`src/rtl/irq_latch_pkg.sv`:
```
package irq_latch_pkg;
  typedef enum logic {
    TRIG_EDGE  = 1'b0,
    TRIG_LEVEL = 1'b1
  } trig_mode_e;
endpackage

```
`src/rtl/irq_trig_reg.sv`:
```
module irq_trig_reg #(
  parameter int          N     = 8,
  parameter logic [N-1:0] WMASK = 8'hF8
) (
  input  logic         clk,
  input  logic         rst_n,
  input  logic         wr_en,
  input  logic [N-1:0] wdata,
  output logic [N-1:0] mode_q
);
  logic [N-1:0] mode_d;
  logic         mode_en;

  always_comb begin
    mode_en = wr_en;
    mode_d  = wdata & WMASK;
  end

  always_ff @(posedge clk or negedge rst_n) begin
    if (!rst_n)       mode_q <= '0;
    else if (mode_en) mode_q <= mode_d;
  end
endmodule

```
`src/rtl/irq_ack_dec.sv`:
```
module irq_ack_dec #(
  parameter int N = 8
) (
  input  logic                 ack_i,
  input  logic [$clog2(N)-1:0] idx_i,
  output logic [N-1:0]         ack_vec_o
);
  always_comb begin
    ack_vec_o = '0;
    if (ack_i) ack_vec_o[idx_i] = 1'b1;
  end
endmodule

```
`src/rtl/irq_line_cell.sv`:
```
module irq_line_cell
  import irq_latch_pkg::*;
(
  input  logic       clk,
  input  logic       rst_n,
  input  logic       req_i,
  input  logic       ack_hit_i,
  input  logic       init_i,
  input  trig_mode_e mode_i,
  output logic       pend_o
);
  logic prev_q, prev_d;
  logic pend_q, pend_d;
  logic rise;

  assign rise = req_i & ~prev_q;

  always_comb begin
    prev_d = init_i ? 1'b0 : req_i;
    if (init_i)                   pend_d = 1'b0;
    else if (mode_i == TRIG_LEVEL) pend_d = req_i;
    else if (rise)                 pend_d = 1'b1;   // new edge beats a same-cycle ack
    else if (ack_hit_i)            pend_d = 1'b0;
    else                           pend_d = pend_q;
  end

  always_ff @(posedge clk or negedge rst_n) begin
    if (!rst_n) begin
      prev_q <= 1'b0;
      pend_q <= 1'b0;
    end else begin
      prev_q <= prev_d;
      pend_q <= pend_d;
    end
  end

  assign pend_o = pend_q;
endmodule

```
`src/rtl/irq_req_latch.sv`:
```
module irq_req_latch
  import irq_latch_pkg::*;
#(
  parameter int           N     = 8,
  parameter logic [N-1:0] WMASK = 8'hF8
) (
  input  logic                 clk,
  input  logic                 rst_n,
  input  logic [N-1:0]         req_i,
  input  logic                 ack_i,
  input  logic [$clog2(N)-1:0] ack_idx_i,
  input  logic                 trig_wr_i,
  input  logic [N-1:0]         trig_wdata_i,
  output logic [N-1:0]         trig_rdata_o,
  input  logic                 ctl_init_i,
  output logic [N-1:0]         pend_o
);
  logic [N-1:0] mode_q;
  logic [N-1:0] ack_vec;

  irq_trig_reg #(.N(N), .WMASK(WMASK)) u_trig (
    .clk    (clk),
    .rst_n  (rst_n),
    .wr_en  (trig_wr_i),
    .wdata  (trig_wdata_i),
    .mode_q (mode_q)
  );

  irq_ack_dec #(.N(N)) u_ack (
    .ack_i     (ack_i),
    .idx_i     (ack_idx_i),
    .ack_vec_o (ack_vec)
  );

  for (genvar g = 0; g < N; g++) begin : g_line
    irq_line_cell u_cell (
      .clk       (clk),
      .rst_n     (rst_n),
      .req_i     (req_i[g]),
      .ack_hit_i (ack_vec[g]),
      .init_i    (ctl_init_i),
      .mode_i    (trig_mode_e'(mode_q[g])),
      .pend_o    (pend_o[g])
    );
  end

  assign trig_rdata_o = mode_q;
endmodule

```
`config.mk`:
```
export PLATFORM = sky130hd
export DESIGN_NAME = irq_req_latch
export DESIGN_NICKNAME = d
export VERILOG_FILES = /design/src/rtl/irq_latch_pkg.sv /design/src/rtl/irq_trig_reg.sv /design/src/rtl/irq_ack_dec.sv /design/src/rtl/irq_line_cell.sv /design/src/rtl/irq_req_latch.sv
export SDC_FILE = /design/constraint.sdc
export NUM_CORES = 1
export LEC_CHECK = 0
export ABC_AREA = 1
export BUFFER_PORTS_ARGS = -buffer_cell sky130_fd_sc_hd__buf_2
export CAP_MARGIN = 25
export CELL_PAD_IN_SITES_DETAIL_PLACEMENT = 1
export CELL_PAD_IN_SITES_GLOBAL_PLACEMENT = 2
export CORE_ASPECT_RATIO = 1.2
export CORE_MARGIN = 2
export CORE_UTILIZATION = 26
export CTS_BUF_LIST = sky130_fd_sc_hd__clkbuf_2 sky130_fd_sc_hd__clkbuf_4 sky130_fd_sc_hd__clkbuf_8
export CTS_CLUSTER_DIAMETER = 60
export DETAILED_ROUTE_END_ITERATION = 10
export GPL_ROUTABILITY_DRIVEN = 0
export GPL_TIMING_DRIVEN = 0
export PLACE_DENSITY_LB_ADDON = 0.1
export SLEW_MARGIN = 30
export SYNTH_ARGS = -nofsm -noshare
export SYNTH_HDL_FRONTEND = slang
export SYNTH_HIERARCHICAL = 1
export SYNTH_SLANG_ARGS = --single-unit
```
`constraint.sdc`:
```
create_clock -name clk -period 0.9 [get_ports clk]
set_input_delay 0.09 -clock clk [delete_from_list [all_inputs] [get_ports clk]]
set_output_delay 0.09 -clock clk [all_outputs]
set_load 0.01 [all_outputs]
```
==> impl_results.md, run 1 <==
* Yosys warnings at 6
* H-tree levels at 1
* Most frequent cell after synthesis: nand2_1
* Sequential share of the synthesized area at a little over half
* Layout filler cell count at between 400 and 500
* Asr flop ratio synth at 100%
* Final Power at a little over 2 mW
* VDD IR-drop max at about 650 uV
* Worst path slowest cell: dfrtp_1
* Maximum clock path buffer count at 2
* Largest net degree at the start of global routing at 22
* Post-layout util at a little over a third
* Max incr delay on CP at between 0.3 and 0.4 ns
* Synthesis-stage register bit count at 21
* Final Setup Violations at 0
* Max Clock Freq at 1130 MHz
* 1st-iter DRT viols at 9
* CTS tree: yes
* CP max FO at 2
* Vias at between 900 and 1000
* Final ANT Viol Nets at 0
* Die X at between 60 and 70 um
* Final Hold Viols at 0
* DRT Wirelength at about 2500 um
* Non-Filler Instances at around 230
* Count of final max-slew check failures at 0
* Vias in the first global route at around 1100
* GR Util All Layers at between 10% and 20%
* Hpwl dp at just under 2000 um
* I/O Buffers at 33
* Nets at 201
* Share of layout cells above drive strength 1 at a little under a third
* Max Cap Viol at 0
* Worst flop-to-flop path startpoint: u_trig/mode_q[4]
* Placed insts at between 200 and 250
* Synth top area cells: dfrtp_1 (53%), nand2_1 (14%), inv_1 (10%)
* Initial Util at between 20 and 30%
* DIE AREA at between 0.004 and 0.005 mm^2
* Cell family with most CP delay: flip-flops
* First-pass GRT wire length at about 4400 um
* Unrepaired setup endpoints after global routing: yes
* Post-DR wirelength/cell at around 11 um
* Worst hold path class: input pin to register
* Bufs and invs on worst path at 1
* Synthesized netlist cell count at 130
* # IOs at 40
* CP cell instances: buf_2
* Startpoint types: register
* Via density at 4.22
* Residual DRC at 0
* Rows at 24
* Syn-to-layout area delta at 34.3%
* Core area at 0.00366 mm^2
* Hold_ws at between 0.02 and 0.03 ns
* CP arrival at about 0.79 ns
* EDFF count, synth at 0
* Inserted Clock Buffers at 3
* Leak at ~0.8 nW
* CTS Sinks at 21
* DR pass1 iterations at 3
* Total gr overflow at 0
* Post-synth top cells: nand2_1 (37), inv_1 (27), dfrtp_1 (21), nor2_1 (16)
* Crit share post-route at a little over nine tenths
* Initial antenna violation count at 0
* Setup TNS at 0 ns
* Share of the synthesized area in the top cell type at 52.8%
* Status: finished clean
* Skew final at around 0.00084 ns
* Worst-Skew Late Latency at ~0.25 ns
* Synth Flop Type: dfrtp_1
* WP data required at just over 0.8 ns
* Tmin final at roughly 0.88 ns
* ANT cells at 0
* CTS clk-pin slew, worst paths at about 0.08 ns
* Die height at around 72 um
* Critical path class: register to output port
* HP Start: trig_wdata_i[6]
* Synth unique cells at 10
* Power Density at about 1500 mW/mm^2
* Syn Std Cell Area at approximately 1000 um^2
* Worst Setup SP: g_line[7].u_cell/pend_o
* Largest area contributor in the netlist: dfrtp_1
* Syn_area_per_cell at ~7.7 um^2
* Setup crit end kind: output port
* Clk root buf: clkbuf_8
==> logic make-up (layout without fill, tap and decap cells) <==
group | Yosys count | count (layout) | synth area share, %
compound gates | 8 | 8 | 4.02
simple gates | 69 | 69 | 30.0
buf+inv | 31 | 75 | 12.8
other cells | 1 | 3 | 0.377
flops | 21 | 21 | 52.8
==> registers in the layout, indices dropped and copies added (netlist names) <==
signal                cells
g_line.u_cell/pend_o      8
g_line.u_cell/prev_q      8
u_trig/mode_q             5
==> per-layer routing <==
layer	global-route usage, %	vias to the layer above	part of all wire [%]	wire length [um]
li1	-	475	-	-
met1	13.8	461	42	1050
met2	25.7	24	53	1330
met3	2.53	2	4.4	111
met4	2.90	0	0.48	12
met5	0	-	0	0
==> power breakdown <==
part           total, mW  switching [mW]  internal (mW)
Clock              0.653           0.308          0.345
Combinational      0.374           0.216          0.157
Sequential          1.03          0.0280           1.01
==> stage by stage <==
stage | setup slack [ns] | area (um^2)
final | 0.0158 | 1340
after floorplan | 0.196 | 1000
after global routing | -0.0264 | 1340
after CTS | 0.00299 | 1330
after detailed placement | 0.0389 | 1230
after global placement | 0.0542 | 1230
==> repair_timing <==
action	CTS	global route
setup buffers	5	1
setup endpoints to repair	5	9
resized for setup	0	0
hold endpoints to repair	21	0
hold buffers	1	0
==> area by class of cell <==
class                           count  area, um^2  area share [%]
Sequential cell                    21         526            39.3
Multi-Input combinational cell     80         350            26.2
Timing Repair Buffer               40         220            16.5
Inverter                           28         105            7.86
Tap cell                           52        65.1            4.86
Clock buffer                        4        48.8            3.65
Buffer                              3        22.5            1.68
==> final timing paths <==
path                                           end  slack [ns]  cells after the start
setup / recovery                         pend_o[7]        0.02                      1
hold / removal                    u_trig/mode_q[6]        0.03                      3
setup reg to reg           g_line[4].u_cell/pend_o        0.07                      3
hold reg to reg            g_line[4].u_cell/pend_o        0.53                      2
max in group asynchronous  g_line[5].u_cell/prev_q        0.24                      2
min in group asynchronous  g_line[0].u_cell/pend_o        0.32                      2
==> cells in the final DEF (no fill, tap or decap) <==
cell,synthesis,layout
nor2_2,8,8
inv_2,1,1
buf_4,3,9
nand4_1,8,8
nor2_1,16,16
clkbuf_4,0,1
dlygate4sd3_1,0,1
o21ai_1,8,8
nand2_1,37,37
inv_1,27,27
conb_1,1,3
dfrtp_1,21,21
buf_2,0,33
clkbuf_8,0,3
Note: power is estimated with default switching activity, not from simulation.
==> run 2, diff against run 1 <==
Settings changed: CTS_CLUSTER_DIAMETER 60 to 30, REMOVE_ABC_BUFFERS set to 1.
==> run 2 against run 1 <==
Net effect: critical path type unchanged; core utilization down 0.068 points; maximum frequency rose by 0.18%; highest routed layer unchanged; sequential cell count stayed put; largest power group unchanged; clock skew hardly changed; first-iteration DRC count up 120%; hold slack improved by 0.0064 ns.
==> impl_results.md, run 2 (synthesis results as in run 1) <==
* Status: finished clean (unchanged)
* Die X at 60.5 um (unchanged)
* Met1 Wirelength at 1070 um (was 1050 um)
* WP data required at 0.81 ns (about the same)
* I/O Buffers at 33 (unchanged)
* Hold_ws at 0.0327 ns (was 0.0263 ns)
* Initial antenna violation count at 0 (unchanged)
* Worst hold path class: input pin to register (unchanged)
* 1st-iter DRT viols at 20 (was 9)
* Tmin final at 0.883 ns (was 0.884 ns)
* DR pass1 iterations at 4 (was 3)
* DIE AREA at 0.00434 mm^2 (unchanged)
* Cell family with most CP delay: flip-flops (unchanged)
* Metal2 WL at 1320 um (was 1330 um)
* Residual DRC at 0 (unchanged)
* Unrepaired setup endpoints after global routing: yes (unchanged)
* Final ANT Viol Nets at 0 (unchanged)
* Sequential power share at 50.3% (was 50.2%)
* VDD IR-drop max at 708 uV (was 649 uV)
* Maximum clock path buffer count at 2 (unchanged)
* CP cell instances: buf_2 (unchanged)
* Post-DR wirelength/cell at 11.3 um (was 11.0 um)
* CP arrival at 0.79 ns (about the same)
* Layout filler cell count at 477 (unchanged)
* CTS tree: yes (unchanged)
* Via density at 4.19 (was 4.22)
* Most frequent cells in the layout: nand2_1 (37), buf_2 (31), inv_1 (27) (was nand2_1 (37), buf_2 (33), inv_1 (27))
* Most common cell after layout, fill and taps aside: nand2_1 (unchanged)
* ANT cells at 0 (unchanged)
* Startpoint types: register (unchanged)
* Skew final at 0.00128 ns (was 0.000840 ns)
* Share of layout cells above drive strength 1 at 30.5% (was 31.3%)
* Setup crit end kind: output port (unchanged)
* P_int at 1.51 mW (about the same)
* H-tree levels at 1 (unchanged)
* Hpwl dp at 1950 um (was 1960 um)
* Clock power frac at 31.4% (was 31.7%)
* GR Util All Layers at 13.6% (was 13.1%)
* Nets at 199 (was 201)
* Crit share post-route at 98.1% (was 98.2%)
* Max Cap Viol at 0 (unchanged)
* Worst path slowest cell: dfrtp_1 (unchanged)
* Vias in the first global route at 1077 (was 1112)
* Final Hold Viols at 0 (unchanged)
* First-pass GRT wire length at 4480 um (was 4400 um)
* CP max FO at 2 (unchanged)
* Highest Signal Layer: met4 (unchanged)
* Initial Util at 27.2% (unchanged)
* WL met3 at 154 um (was 111 um)
* # IOs at 40 (unchanged)
* Max incr delay on CP at 0.39 ns (about the same)
* Count of final max-slew check failures at 0 (unchanged)
* DRT Wirelength at 2560 um (was 2500 um)
* Inserted Clock Buffers at 3 (unchanged)
* Final Setup Violations at 0 (unchanged)
* Vias at 947 (was 962)
* Switch share at 26.5% (was 26.8%)
* Power Density at 1540 mW/mm^2 (about the same)
* Total gr overflow at 0 (unchanged)
* Leak at 0.770 nW (was 0.778 nW)
* Worst-Skew Late Latency at 0.25 ns (about the same)
* CTS clk-pin slew, worst paths at 0.08 ns (about the same)
* Rows at 24 (unchanged)
* Psw at 0.546 mW (was 0.552 mW)
* Post-layout util at 36.4% (was 36.5%)
* Die height at 71.8 um (unchanged)
* Critical path class: register to output port (unchanged)
* Largest net degree at the start of global routing at 22 (unchanged)
* CTS Sinks at 21 (unchanged)
* Bufs and invs on worst path at 1 (unchanged)
* Core area at 0.00366 mm^2 (unchanged)
* Syn-to-layout area delta at 34.0% (was 34.3%)
* Logic pwr share at 18.3% (was 18.1%)
* Max Clock Freq at 1130 MHz (about the same)
* Clk root buf: clkbuf_8 (unchanged)
-- run 2: final timing paths --
check                                        start                 endpoint  slack (ns)  depth (start not counted)
setup / recovery                  u_trig/mode_q[3]          trig_rdata_o[3]        0.02                          1
hold / removal                     trig_wdata_i[5]         u_trig/mode_q[5]        0.03                          3
setup reg to reg                  u_trig/mode_q[3]  g_line[3].u_cell/pend_o        0.05                          3
hold reg to reg            g_line[7].u_cell/pend_o  g_line[7].u_cell/pend_o        0.52                          2
max in group asynchronous                    rst_n  g_line[6].u_cell/prev_q        0.22                          2
min in group asynchronous                    rst_n  g_line[0].u_cell/prev_q        0.34                          2
-- run 2: stage by stage --
| stage | worst slack, ns | power [mW] | TNS [ns] | std cells | area, um^2 |
|---|---|---|---|---|---|
| after detailed placement | 0.0568 | 1.39 | 0 | 214 | 1210 |
| final | 0.0174 | 2.06 | 0 | 226 | 1340 |
| after global routing | -0.0212 | 2.21 | -0.106 | 226 | 1340 |
| after floorplan | 0.196 | 1.21 | 0 | 129 | 981 |
| after global placement | 0.0634 | 1.37 | 0 | 214 | 1210 |
| after CTS | 0.00274 | 2.08 | 0 | 224 | 1310 |
-- run 2: area by class of cell --
cell class	instances	area (um^2)	area share [%]
Tap cell	52	65.1	4.87
Clock buffer	4	48.8	3.66
Multi-Input combinational cell	80	350	26.2
Sequential cell	21	526	39.4
Inverter	28	105	7.87
Timing Repair Buffer	41	240	18.0
-- run 2: timing repair --
item                                    4_1_cts  5_1_grt
endpoints found under the hold margin        21        0
hold buffers                                  1        0
endpoints found under the setup margin        5        9
resized for setup                             0        2
gates cloned                                  0        0
setup buffers                                 5        2
-- run 2: power by group through the flow --
stage                     sequential [mW]  clock [mW]  combinational, mW
after floorplan                      1.08           0              0.131
after global placement               1.06           0              0.308
after detailed placement             1.07           0              0.321
after CTS                            1.04       0.677              0.368
after global routing                 1.05       0.726              0.434
final                                1.04       0.646              0.377
-- run 2: per-layer routing --
layer,track usage (%),vias to the layer above
met4,3.62,0
met5,0,-
met1,16.0,449
met2,24.5,26
li1,-,470
met3,2.71,2
==> run 3, diff against run 2 <==
Settings changed: CORE_UTILIZATION 26 to 25, CTS_BUF_LIST sky130_fd_sc_hd__clkbuf_2 sky130_fd_sc_hd__clkbuf_4 sky130_fd_sc_hd__clkbuf_8 to sky130_fd_sc_hd__clkbuf_16.
==> run 3 against run 2 <==
Net effect: combinational power decreased by 5%; critical path type unchanged; core utilization down 1.7 points; highest routed layer unchanged; sequential share of layout area fell by 0.33 points; via count shrank 3.6%; final cell count is the same.
==> impl_results.md, run 3 (synthesis results as in run 1) <==
* Tmin final at 0.873 ns (was 0.883 ns)
* Setup TNS at 0 ns (unchanged)
* # IOs at 40 (unchanged)
* Worst-Skew Late Latency at 0.25 ns (about the same)
* Max incr delay on CP at 0.39 ns (about the same)
* Initial antenna violation count at 0 (unchanged)
* DIE AREA at 0.00451 mm^2 (was 0.00434 mm^2)
* Final Setup Violations at 0 (unchanged)
* Share of layout cells above drive strength 1 at 29.1% (was 30.5%)
* DR pass1 iterations at 2 (was 4)
* Nets at 197 (was 199)
* Most frequent cells in the layout: nand2_1 (37), buf_2 (32), inv_1 (28) (was nand2_1 (37), buf_2 (31), inv_1 (27))
* GR Util All Layers at 12.5% (was 13.6%)
* First-pass GRT wire length at 4190 um (was 4480 um)
* Setup crit end kind: output port (unchanged)
* CTS clk-pin slew, worst paths at 0.06 ns (was 0.08 ns)
* Die X at 61.6 um (was 60.5 um)
* Max Cap Viol at 0 (unchanged)
* Initial Util at 25.7% (was 27.2%)
* 1st-iter DRT viols at 13 (was 20)
* Crit share post-route at 97.0% (was 98.1%)
* Worst path slowest cell: dfrtp_1 (unchanged)
* Syn-to-layout area delta at 35.2% (was 34.0%)
* WP data required at 0.81 ns (about the same)
* Critical path class: register to output port (unchanged)
* Most common cell after layout, fill and taps aside: nand2_1 (unchanged)
* Bufs and invs on worst path at 1 (unchanged)
* ANT cells at 0 (unchanged)
* Core area at 0.00388 mm^2 (was 0.00366 mm^2)
* Cell family with most CP delay: flip-flops (unchanged)
* Worst hold path class: input pin to register (unchanged)
* H-tree levels at 1 (unchanged)
* Final Power at 2.33 mW (was 2.06 mW)
* Max Clock Freq at 1150 MHz (was 1130 MHz)
* Hold_ws at 0.0348 ns (was 0.0327 ns)
* CP max FO at 2 (unchanged)
* CP arrival at 0.78 ns (was 0.79 ns)
* Startpoint types: register (unchanged)
* Die height at 73.1 um (was 71.8 um)
* Maximum clock path buffer count at 2 (unchanged)
* CTS Sinks at 21 (unchanged)
* Post-DR wirelength/cell at 11.1 um (was 11.3 um)
* Vias in the first global route at 962 (was 1077)
* Leak at 0.774 nW (was 0.770 nW)
* Reg2reg setup slack at 0.06 ns (was 0.05 ns)
* Via density at 4.04 (was 4.19)
* Total gr overflow at 0 (unchanged)
* Hpwl dp at 1940 um (was 1950 um)
* CTS tree: yes (unchanged)
* Largest net degree at the start of global routing at 22 (unchanged)
* Skew final at 0.00128 ns (about the same)
* Power Density at 1730 mW/mm^2 (was 1540 mW/mm^2)
* Final ANT Viol Nets at 0 (unchanged)
* I/O Buffers at 33 (unchanged)
* Status: finished clean (unchanged)
* Residual DRC at 0 (unchanged)
* Clk root buf: clkbuf_16 (was clkbuf_8)
* Vias at 913 (was 947)
* Unrepaired setup endpoints after global routing: yes (unchanged)
* CP cell instances: buf_2 (unchanged)
* Count of final max-slew check failures at 0 (unchanged)
* DRT Wirelength at 2510 um (was 2560 um)
* VDD IR-drop max at 554 uV (was 708 uV)
* Rows at 25 (was 24)
* Inserted Clock Buffers at 3 (unchanged)
* Final Hold Viols at 0 (unchanged)
run 3: repair_timing:
action                     in CTS  in global routing
hold endpoints to repair       21                  0
resized for setup               0                  1
setup buffers                   5                  0
cloned                          0                  0
setup endpoints to repair       5                  2
hold buffers                    1                  0
run 3: routing by layer:
| metal | vias to the layer above | global-route usage [%] | part of all wire [%] |
|---|---|---|---|
| met3 | 2 | 2.13 | 4.5 |
| met1 | 423 | 15.4 | 42 |
| met2 | 22 | 21.4 | 53 |
| met4 | 0 | 4.26 | 0.48 |
| li1 | 466 | - | - |
| met5 | - | 0 | 0 |
run 3: where the power goes:
part           internal [mW]  switching (mW)
Combinational          0.149           0.210
Sequential              1.01          0.0304
Clock                  0.592           0.338
run 3: metrics by stage:
| stage | worst slack [ns] | instances | utilization (%) | area (um^2) |
|---|---|---|---|---|
| 2_1_floorplan | 0.196 | 129 | - | 981 |
| 3_3_place_gp | 0.0661 | 216 | 31.3 | 1210 |
| 3_5_place_dp | 0.0616 | 216 | 31.3 | 1210 |
| 4_1_cts | 0.00908 | 226 | 34.5 | 1340 |
| 5_1_grt | -0.00264 | 226 | 34.7 | 1350 |
| 6_report | 0.0272 | 226 | 34.7 | 1350 |
run 3: final timing paths:
check / from / endpoint / depth (start not counted)
max reg2reg: u_trig/mode_q[6] / g_line[6].u_cell/pend_o / 3
min in group asynchronous: rst_n / g_line[3].u_cell/pend_o / 2
min reg2reg: g_line[0].u_cell/pend_o / g_line[0].u_cell/pend_o / 2
min: trig_wdata_i[3] / u_trig/mode_q[3] / 3
max: u_trig/mode_q[6] / trig_rdata_o[6] / 1
max in group asynchronous: rst_n / g_line[6].u_cell/pend_o / 2
run 3: final cells by class:
class,count,area [um^2]
inverters,28,105
repair buffers,39,219
clock buffers,3,75.1
well taps,54,67.6
flip-flops and latches,21,526
fillers,513,2530
multi-input cells,80,350
clock inverters,1,3.75
